===== src/rtl/mesi_pkg.sv =====
`timescale 1ns/1ps
package mesi_pkg;
  typedef enum logic [1:0] {
    ST_I = 2'b00,
    ST_S = 2'b01,
    ST_E = 2'b10,
    ST_M = 2'b11
  } lineState_t;

  typedef enum logic [1:0] {
    CMD_NONE = 2'b00,
    CMD_RD   = 2'b01,
    CMD_WR   = 2'b10,
    CMD_UPG  = 2'b11
  } busCmd_t;

  // strobes from control to the state store for the CPU-side line
  typedef struct packed {
    logic setMod;
    logic fillExcl;
    logic fillShr;
  } lineStrobe_t;
endpackage


===== src/rtl/mesi_line_store.sv =====
`timescale 1ns/1ps
module mesi_line_store
  import mesi_pkg::*;
#(
  parameter int NUM_LINES = 16,
  localparam int IDX_W = (NUM_LINES > 1) ? $clog2(NUM_LINES) : 1
) (
  input  logic             clk,
  input  logic             rst_n,
  input  logic [IDX_W-1:0] cpuLine,
  input  lineStrobe_t      strb,
  input  logic             snpValid,
  input  busCmd_t          snpCmd,
  input  logic [IDX_W-1:0] snpLine,
  output lineState_t       cpuCur,
  output logic             snpShared,
  output logic             snpFlush,
  output logic             snpOnCpuLine
);
  lineState_t stateQ [NUM_LINES];
  lineState_t snpCur;
  lineState_t cpuNew;
  logic       cpuWe;
  logic       snpActive;

  assign cpuCur       = stateQ[cpuLine];
  assign snpCur       = stateQ[snpLine];
  assign snpActive    = snpValid && (snpCmd != CMD_NONE);
  assign snpOnCpuLine = snpActive && (snpLine == cpuLine);
  assign snpShared    = snpValid && (snpCmd == CMD_RD) && (snpCur != ST_I);
  assign snpFlush     = snpActive && (snpCur == ST_M);

  assign cpuWe = strb.setMod | strb.fillExcl | strb.fillShr;
  always_comb begin
    if (strb.setMod)        cpuNew = ST_M;
    else if (strb.fillExcl) cpuNew = ST_E;
    else                    cpuNew = ST_S;
  end

  for (genvar g = 0; g < NUM_LINES; g++) begin : gLine
    lineState_t regQ;
    lineState_t nxt;
    always_comb begin
      nxt = regQ;
      if (snpActive && (snpLine == IDX_W'(g))) begin
        if (snpCmd == CMD_RD) begin
          if (regQ != ST_I) nxt = ST_S;
        end else begin
          nxt = ST_I;
        end
      end
      if (cpuWe && (cpuLine == IDX_W'(g))) nxt = cpuNew;
    end
    always_ff @(posedge clk or negedge rst_n) begin
      if (!rst_n) regQ <= ST_I;
      else        regQ <= nxt;
    end
    assign stateQ[g] = regQ;
  end

  // checker-side capture of the previous snoop
  logic [IDX_W-1:0] snpLineQ;
  logic             snpInvQ;
  always_ff @(posedge clk or negedge rst_n) begin
    if (!rst_n) begin
      snpLineQ <= '0;
      snpInvQ  <= 1'b0;
    end else begin
      snpLineQ <= snpLine;
      snpInvQ  <= snpValid && ((snpCmd == CMD_WR) || (snpCmd == CMD_UPG));
    end
  end


  snoop_inval_chk: assert property (@(posedge clk) disable iff (!rst_n)
    snpInvQ |-> (stateQ[snpLineQ] == ST_I));


  flush_shared_chk: assert property (@(posedge clk) disable iff (!rst_n)
    (snpFlush && (snpCmd == CMD_RD)) |-> snpShared);


  invalid_quiet_chk: assert property (@(posedge clk) disable iff (!rst_n)
    (snpValid && (snpCur == ST_I)) |-> (!snpShared && !snpFlush));
endmodule


===== src/rtl/mesi_ctrl.sv =====
`timescale 1ns/1ps
module mesi_ctrl
  import mesi_pkg::*;
(
  input  logic        clk,
  input  logic        rst_n,
  input  logic        cpuValid,
  input  logic        cpuWrite,
  input  lineState_t  cpuCur,
  input  logic        snpOnCpuLine,
  input  logic        busGnt,
  input  logic        sharedIn,
  output logic        cpuDone,
  output lineState_t  doneState,
  output logic        busReq,
  output busCmd_t     busCmd,
  output lineStrobe_t strb
);
  typedef enum logic {PH_IDLE, PH_ARB} phase_t;
  phase_t  phaseQ, phaseNxt;
  logic    needBus;
  busCmd_t missCmd;

  always_comb begin
    needBus = cpuWrite ? ((cpuCur == ST_I) || (cpuCur == ST_S)) : (cpuCur == ST_I);
    if (!cpuWrite)            missCmd = CMD_RD;
    else if (cpuCur == ST_S)  missCmd = CMD_UPG;
    else                      missCmd = CMD_WR;
  end

  always_comb begin
    phaseNxt  = phaseQ;
    cpuDone   = 1'b0;
    busCmd    = CMD_NONE;
    strb      = '0;
    doneState = cpuCur;
    unique case (phaseQ)
      PH_IDLE: begin
        if (cpuValid && !snpOnCpuLine) begin
          if (!needBus) begin
            cpuDone = 1'b1;
            if (cpuWrite) begin
              strb.setMod = 1'b1;
              doneState   = ST_M;
            end
          end else begin
            phaseNxt = PH_ARB;
          end
        end
      end
      PH_ARB: begin
        if (cpuValid && busGnt && !snpOnCpuLine) begin
          busCmd   = missCmd;
          cpuDone  = 1'b1;
          phaseNxt = PH_IDLE;
          if (cpuWrite) begin
            strb.setMod = 1'b1;
            doneState   = ST_M;
          end else if (sharedIn) begin
            strb.fillShr = 1'b1;
            doneState    = ST_S;
          end else begin
            strb.fillExcl = 1'b1;
            doneState     = ST_E;
          end
        end
      end
      default: ;
    endcase
  end

  always_ff @(posedge clk or negedge rst_n) begin
    if (!rst_n) phaseQ <= PH_IDLE;
    else        phaseQ <= phaseNxt;
  end

  assign busReq = (phaseQ == PH_ARB);


  cmd_needs_grant_chk: assert property (@(posedge clk) disable iff (!rst_n)
    (busCmd != CMD_NONE) |-> (busGnt && busReq));


  req_held_chk: assert property (@(posedge clk) disable iff (!rst_n)
    (busReq && !busGnt && cpuValid) |=> busReq);


  collision_hold_chk: assert property (@(posedge clk) disable iff (!rst_n)
    snpOnCpuLine |-> (!cpuDone && (busCmd == CMD_NONE)));


  upgrade_from_shared_chk: assert property (@(posedge clk) disable iff (!rst_n)
    (busCmd == CMD_UPG) |-> (cpuWrite && (cpuCur == ST_S)));
endmodule


===== src/rtl/mesi_coherence.sv =====
`timescale 1ns/1ps
module mesi_coherence
  import mesi_pkg::*;
#(
  parameter int NUM_LINES = 16,
  localparam int IDX_W = (NUM_LINES > 1) ? $clog2(NUM_LINES) : 1
) (
  input  logic             clk,
  input  logic             rst_n,
  input  logic             cpuValid,
  input  logic             cpuWrite,
  input  logic [IDX_W-1:0] cpuLine,
  output logic             cpuDone,
  output logic [1:0]       cpuState,
  output logic             busReq,
  input  logic             busGnt,
  output logic [1:0]       busCmd,
  output logic [IDX_W-1:0] busLine,
  input  logic             sharedIn,
  input  logic             snpValid,
  input  logic [1:0]       snpCmd,
  input  logic [IDX_W-1:0] snpLine,
  output logic             snpShared,
  output logic             snpFlush
);
  lineState_t  cpuCur, doneState;
  lineStrobe_t strb;
  busCmd_t     cmdOut;
  logic        snpOnCpuLine;

  mesi_line_store #(.NUM_LINES(NUM_LINES)) uStore (
    .clk          (clk),
    .rst_n        (rst_n),
    .cpuLine      (cpuLine),
    .strb         (strb),
    .snpValid     (snpValid),
    .snpCmd       (busCmd_t'(snpCmd)),
    .snpLine      (snpLine),
    .cpuCur       (cpuCur),
    .snpShared    (snpShared),
    .snpFlush     (snpFlush),
    .snpOnCpuLine (snpOnCpuLine)
  );

  mesi_ctrl uCtrl (
    .clk          (clk),
    .rst_n        (rst_n),
    .cpuValid     (cpuValid),
    .cpuWrite     (cpuWrite),
    .cpuCur       (cpuCur),
    .snpOnCpuLine (snpOnCpuLine),
    .busGnt       (busGnt),
    .sharedIn     (sharedIn),
    .cpuDone      (cpuDone),
    .doneState    (doneState),
    .busReq       (busReq),
    .busCmd       (cmdOut),
    .strb         (strb)
  );

  assign cpuState = doneState;
  assign busCmd   = cmdOut;
  assign busLine  = cpuLine;


  local_write_chk: assert property (@(posedge clk) disable iff (!rst_n)
    (cpuDone && cpuWrite) |-> (cpuState == 2'b11));
endmodule


===== config.mk =====
export PLATFORM = sky130hd
export DESIGN_NAME = mesi_coherence
export DESIGN_NICKNAME = d
export VERILOG_FILES = /design/src/rtl/mesi_pkg.sv /design/src/rtl/mesi_line_store.sv /design/src/rtl/mesi_ctrl.sv /design/src/rtl/mesi_coherence.sv
export SDC_FILE = /design/constraint.sdc
export NUM_CORES = 1
export LEC_CHECK = 0
export ABC_AREA = 1
export BUFFER_PORTS_ARGS = -buffer_cell sky130_fd_sc_hd__clkbuf_2
export CAP_MARGIN = 10
export CORE_MARGIN = 5
export CORE_UTILIZATION = 64
export CTS_CLUSTER_DIAMETER = 200
export DETAILED_ROUTE_END_ITERATION = 12
export PLACE_DENSITY = 0.85
export REMOVE_ABC_BUFFERS = 1
export SLEW_MARGIN = 20
export SYNTH_ARGS = -nofsm -noshare
export SYNTH_HDL_FRONTEND = slang
export SYNTH_SLANG_ARGS = --single-unit

===== constraint.sdc =====
create_clock -name clk -period 2.6 [get_ports clk]
set_clock_uncertainty 0.2 [all_clocks]
set_input_delay 0.13 -clock clk [delete_from_list [all_inputs] [get_ports clk]]
set_output_delay 0.13 -clock clk [all_outputs]
set_load 0.02 [all_outputs]

==> out/qor.csv <==
stage,metric,value,unit
outcome,status,"finished, final reports clean",
clocking,hold_buffers,1,
global_routing,grt_max_degree,34,
global_routing,grt_pass1_vias,2730,
routing,dr_wl_met3,925,um
die,core-area,4290,um2
setup_path,critPathArrivalTime,1.97,ns
timing,max_slew_margin,0.393,
yosys,avgSynthCellArea,6.54,um2
setup_path,cpMaxStageDelayCell,nand2_1,
yosys,syn_inst,425,
clocking,cts-root-buf,clkbuf_8,
routing,vias,3010,
timing,final_max_slew_viol_count,0,
setup_path,start_kind,primary input,
timing,period_needed,2.30,ns
timing,period_share,0.883,
yosys,synth.area.top_cells,"dfrtp_1 (30%), nand2_1 (15%), nor2_1 (9.7%)",
setup_path,r2r_start,uStore.gLine[6].regQ[1]$_DFFE_PN0P_,
finish,layout.filler_cells,368,
yosys,seq_area_frac_synth,0.297,
die,die_h,75.9,um
power_and_ir_drop,p_per_area,512,nW/um2
routing,drt_wl_total,7970,um
finish,area_delta_synth_final,8.82,%
yosys,yosys_warnings,0,
place,gp_congestion,1.05,
clocking,clkTransAtPathRegs,0.07,ns
clocking,insertion_delay,0.29,ns
yosys,yosysTopAreaCell,dfrtp_1,
timing,hold_viol_final,0,
routing,drt-pass1-iter-count,7,
yosys,synth_cell_types,31,
setup_path,end_kind,output port,
routing,drt_iter0_drc,390,
power_and_ir_drop,p_leak,1.65,nW
die,boundaryPins,29,
clocking,cts_buffer_depth,2,
clocking,postCtsSetupRepairBufs,0,
routing,viasPerCell,5.96,
clocking,h-tree-depth,2,
routing,drc,0,
yosys,netlist.area_leader.share,0.297,
timing,rsz0062_at_grt,no,
clocking,post_cts_resize_count,0,
clocking,cts_sinks,33,
routing,postRouteAntennaNets,0,
power_and_ir_drop,netSwitchingPower,582,uW
power_and_ir_drop,internal-power,965,uW
global_routing,antenna_found_initial,0,
finish,drive_gt1_frac,0.166,
clocking,cts_tree,yes,
setup_path,slowest_delay,0.28,ns
setup_path,crit_cells,13,
min_path,hold_class,primary input to flop,
setup_path,crit_required,2.27,ns
finish,regArea,826,um2
die,dieArea,5760,um2
place,io_buffers,28,
clocking,numCtsBuffers,5,
setup_path,crit_chain,clkbuf_2 > inv_2 > nand2_1 > o22ai_1 > o21ai_0 > nand2_1 > nor2_1 > inv_1 > nand2_1 > nand2_1 > nand3_1 > nand2_1 > clkbuf_2,
place,dp_hpwl,5890,um
timing,setup_viol,0,
timing,max_freq,436,MHz
yosys,ys_ff_latch,33,
setup_path,cp_top_family,simple AND/OR/NAND/NOR gates,
global_routing,globalRouteTotalUtil,0.297,
setup_path,critPathCapture,cpuDone,
setup_path,crit_type,primary input to output port,
finish,final_util,0.704,
finish,nets,470,
routing,wl_per_cell,15.8,um
routing,dr_wl_met2,3600,um
die,die_w,75.9,um
setup_path,crit_top_cell,nand2_1,
die,fp-row-count,24,
global_routing,grt_pass1_wl,13000,um
setup_path,path_max_fanout,14,
finish,diodes,0,
finish,multi_input_area,1660,um2
timing,fin_tns_setup,0,ns
run,drv_cap,0,
power_and_ir_drop,clkPwrFrac,0.259,
setup_path,r2r_setup_slack,0.47,ns
die,initial_utilization,0.647,
routing,met1_length,3320,um
global_routing,gr-total-overflow,0,
power_and_ir_drop,peakVddDrop,0.000321,V
yosys,synthesis.area,2780,um2
routing,top_layer_used,met4,
setup_path,r2r_end,uStore.gLine[4].regQ[1]$_DFFE_PN0P_,
power_and_ir_drop,comb_power_share,0.296,
setup_path,startpoint,cpuLine[0],
setup_path,worst-path-buf-inv,4,
power_and_ir_drop,p_sw_frac,0.376,
timing,tightest_slew,0.910,ns
setup_path,ff2ff_path_depth,13,
power_and_ir_drop,p_seq_frac,0.445,
## cell usage in the layout (no fill, tap or decap), types with 7 or more instances in the layout
cell	synthesis	final
clkbuf_2	0	28
o22ai_1	17	17
o21ai_0	15	15
inv_1	45	45
nor2_1	72	72
nand3_1	40	40
o21ai_2	10	10
nand2_4	11	11
nand2_1	108	108
dfrtp_1	33	33
o31ai_1	16	16
a21oi_1	7	7
nor3_1	17	17
## how the worst min path moves through the flow
stage	start	to	slack (ns)	cells past startpoint
after detailed placement	rst_n	uStore.gLine[12].regQ[0]$_DFFE_PN0P_	0.08	1
after global routing	busGnt	uCtrl.busReq$_DFF_PN0_	0.07	4
after CTS	busGnt	uCtrl.busReq$_DFF_PN0_	0.06	4
final	busGnt	uCtrl.busReq$_DFF_PN0_	0.06	4
after global placement	rst_n	uStore.gLine[12].regQ[0]$_DFFE_PN0P_	0.06	1
after floorplan	rst_n	uCtrl.busReq$_DFF_PN0_	-0.37	0
## power by group through the flow
| stage | clock [mW] | combinational, mW | sequential (mW) |
|---|---|---|---|
| 2_1_floorplan | 0 | 0.303 | 0.672 |
| 3_3_place_gp | 0 | 0.440 | 0.691 |
| 4_1_cts | 0.404 | 0.452 | 0.685 |
| 5_1_grt | 0.433 | 0.507 | 0.697 |
| 6_report | 0.400 | 0.458 | 0.689 |
| 3_5_place_dp | 0 | 0.449 | 0.694 |
## cells in the mapped netlist
cell type    n
or2_2        1
inv_2        4
nand4_2      2
nand2_4     11
nand3_1     40
buf_6        2
o21ai_0     15
nand2_2      1
clkbuf_1     4
nor3_4       1
buf_1        1
nor2_1      72
a31oi_1      1
o2111a_1     2
nand3_4      1
o31ai_1     16
buf_4        6
nand2_1    108
nand3_2      1
buf_8        1
inv_1       45
nor3_1      17
dfrtp_1     33
nor2_2       1
nor2_4       2
o21a_1       1
o21ai_2     10
o22ai_1     17
a21oi_1      7
clkinv_1     1
xnor2_1      1
## sequential cells by signal, indices dropped and copies added (netlist names)
register           count
uStore.gLine.regQ     32
uCtrl.busReq           1
## worst min-delay path, cell delays in order
cell      delay [ns]
clkbuf_2        0.10
nand3_4         0.13
inv_2           0.11
a21oi_1         0.04
## metal layers
layer	track usage	up-vias
met1	0.389	1350
met4	0.132	0
li1	-	1444
met5	0	-
met3	0.0778	21
met2	0.457	195
## logic make-up (layout without fill, tap and decap cells)
kind of cell,Yosys count,in the layout,share of synthesized area
AND/OR/NAND/NOR,258,258,0.430
AO/OA/AOI/OAI,69,69,0.166
buffers and inverters,64,92,0.104
flip-flops,33,33,0.297
XOR/XNOR,1,1,0.00315
## metrics by stage
step / instance area [um2] / hold WS [ns] / setup slack, ns / total power, mW / instances
3_5_place_dp: 2930 / 0.0761 / 0.387 / 1.14 / 497
6_report: 3020 / 0.0576 / 0.304 / 1.55 / 505
2_1_floorplan: 2680 / -0.366 / 0.800 / 0.975 / 411
4_1_cts: 3020 / 0.0582 / 0.429 / 1.54 / 505
5_1_grt: 3020 / 0.0712 / 0.185 / 1.64 / 505
3_3_place_gp: 2930 / 0.0605 / 0.450 / 1.13 / 497
## area by class of cell
type | count | area share
well taps | 52 | 0.0215
inverters | 50 | 0.0621
repair buffers | 35 | 0.0645
multi-input cells | 328 | 0.550
clock buffers | 7 | 0.0285
flip-flops and latches | 33 | 0.273
(Power assumes the default switching activity.)
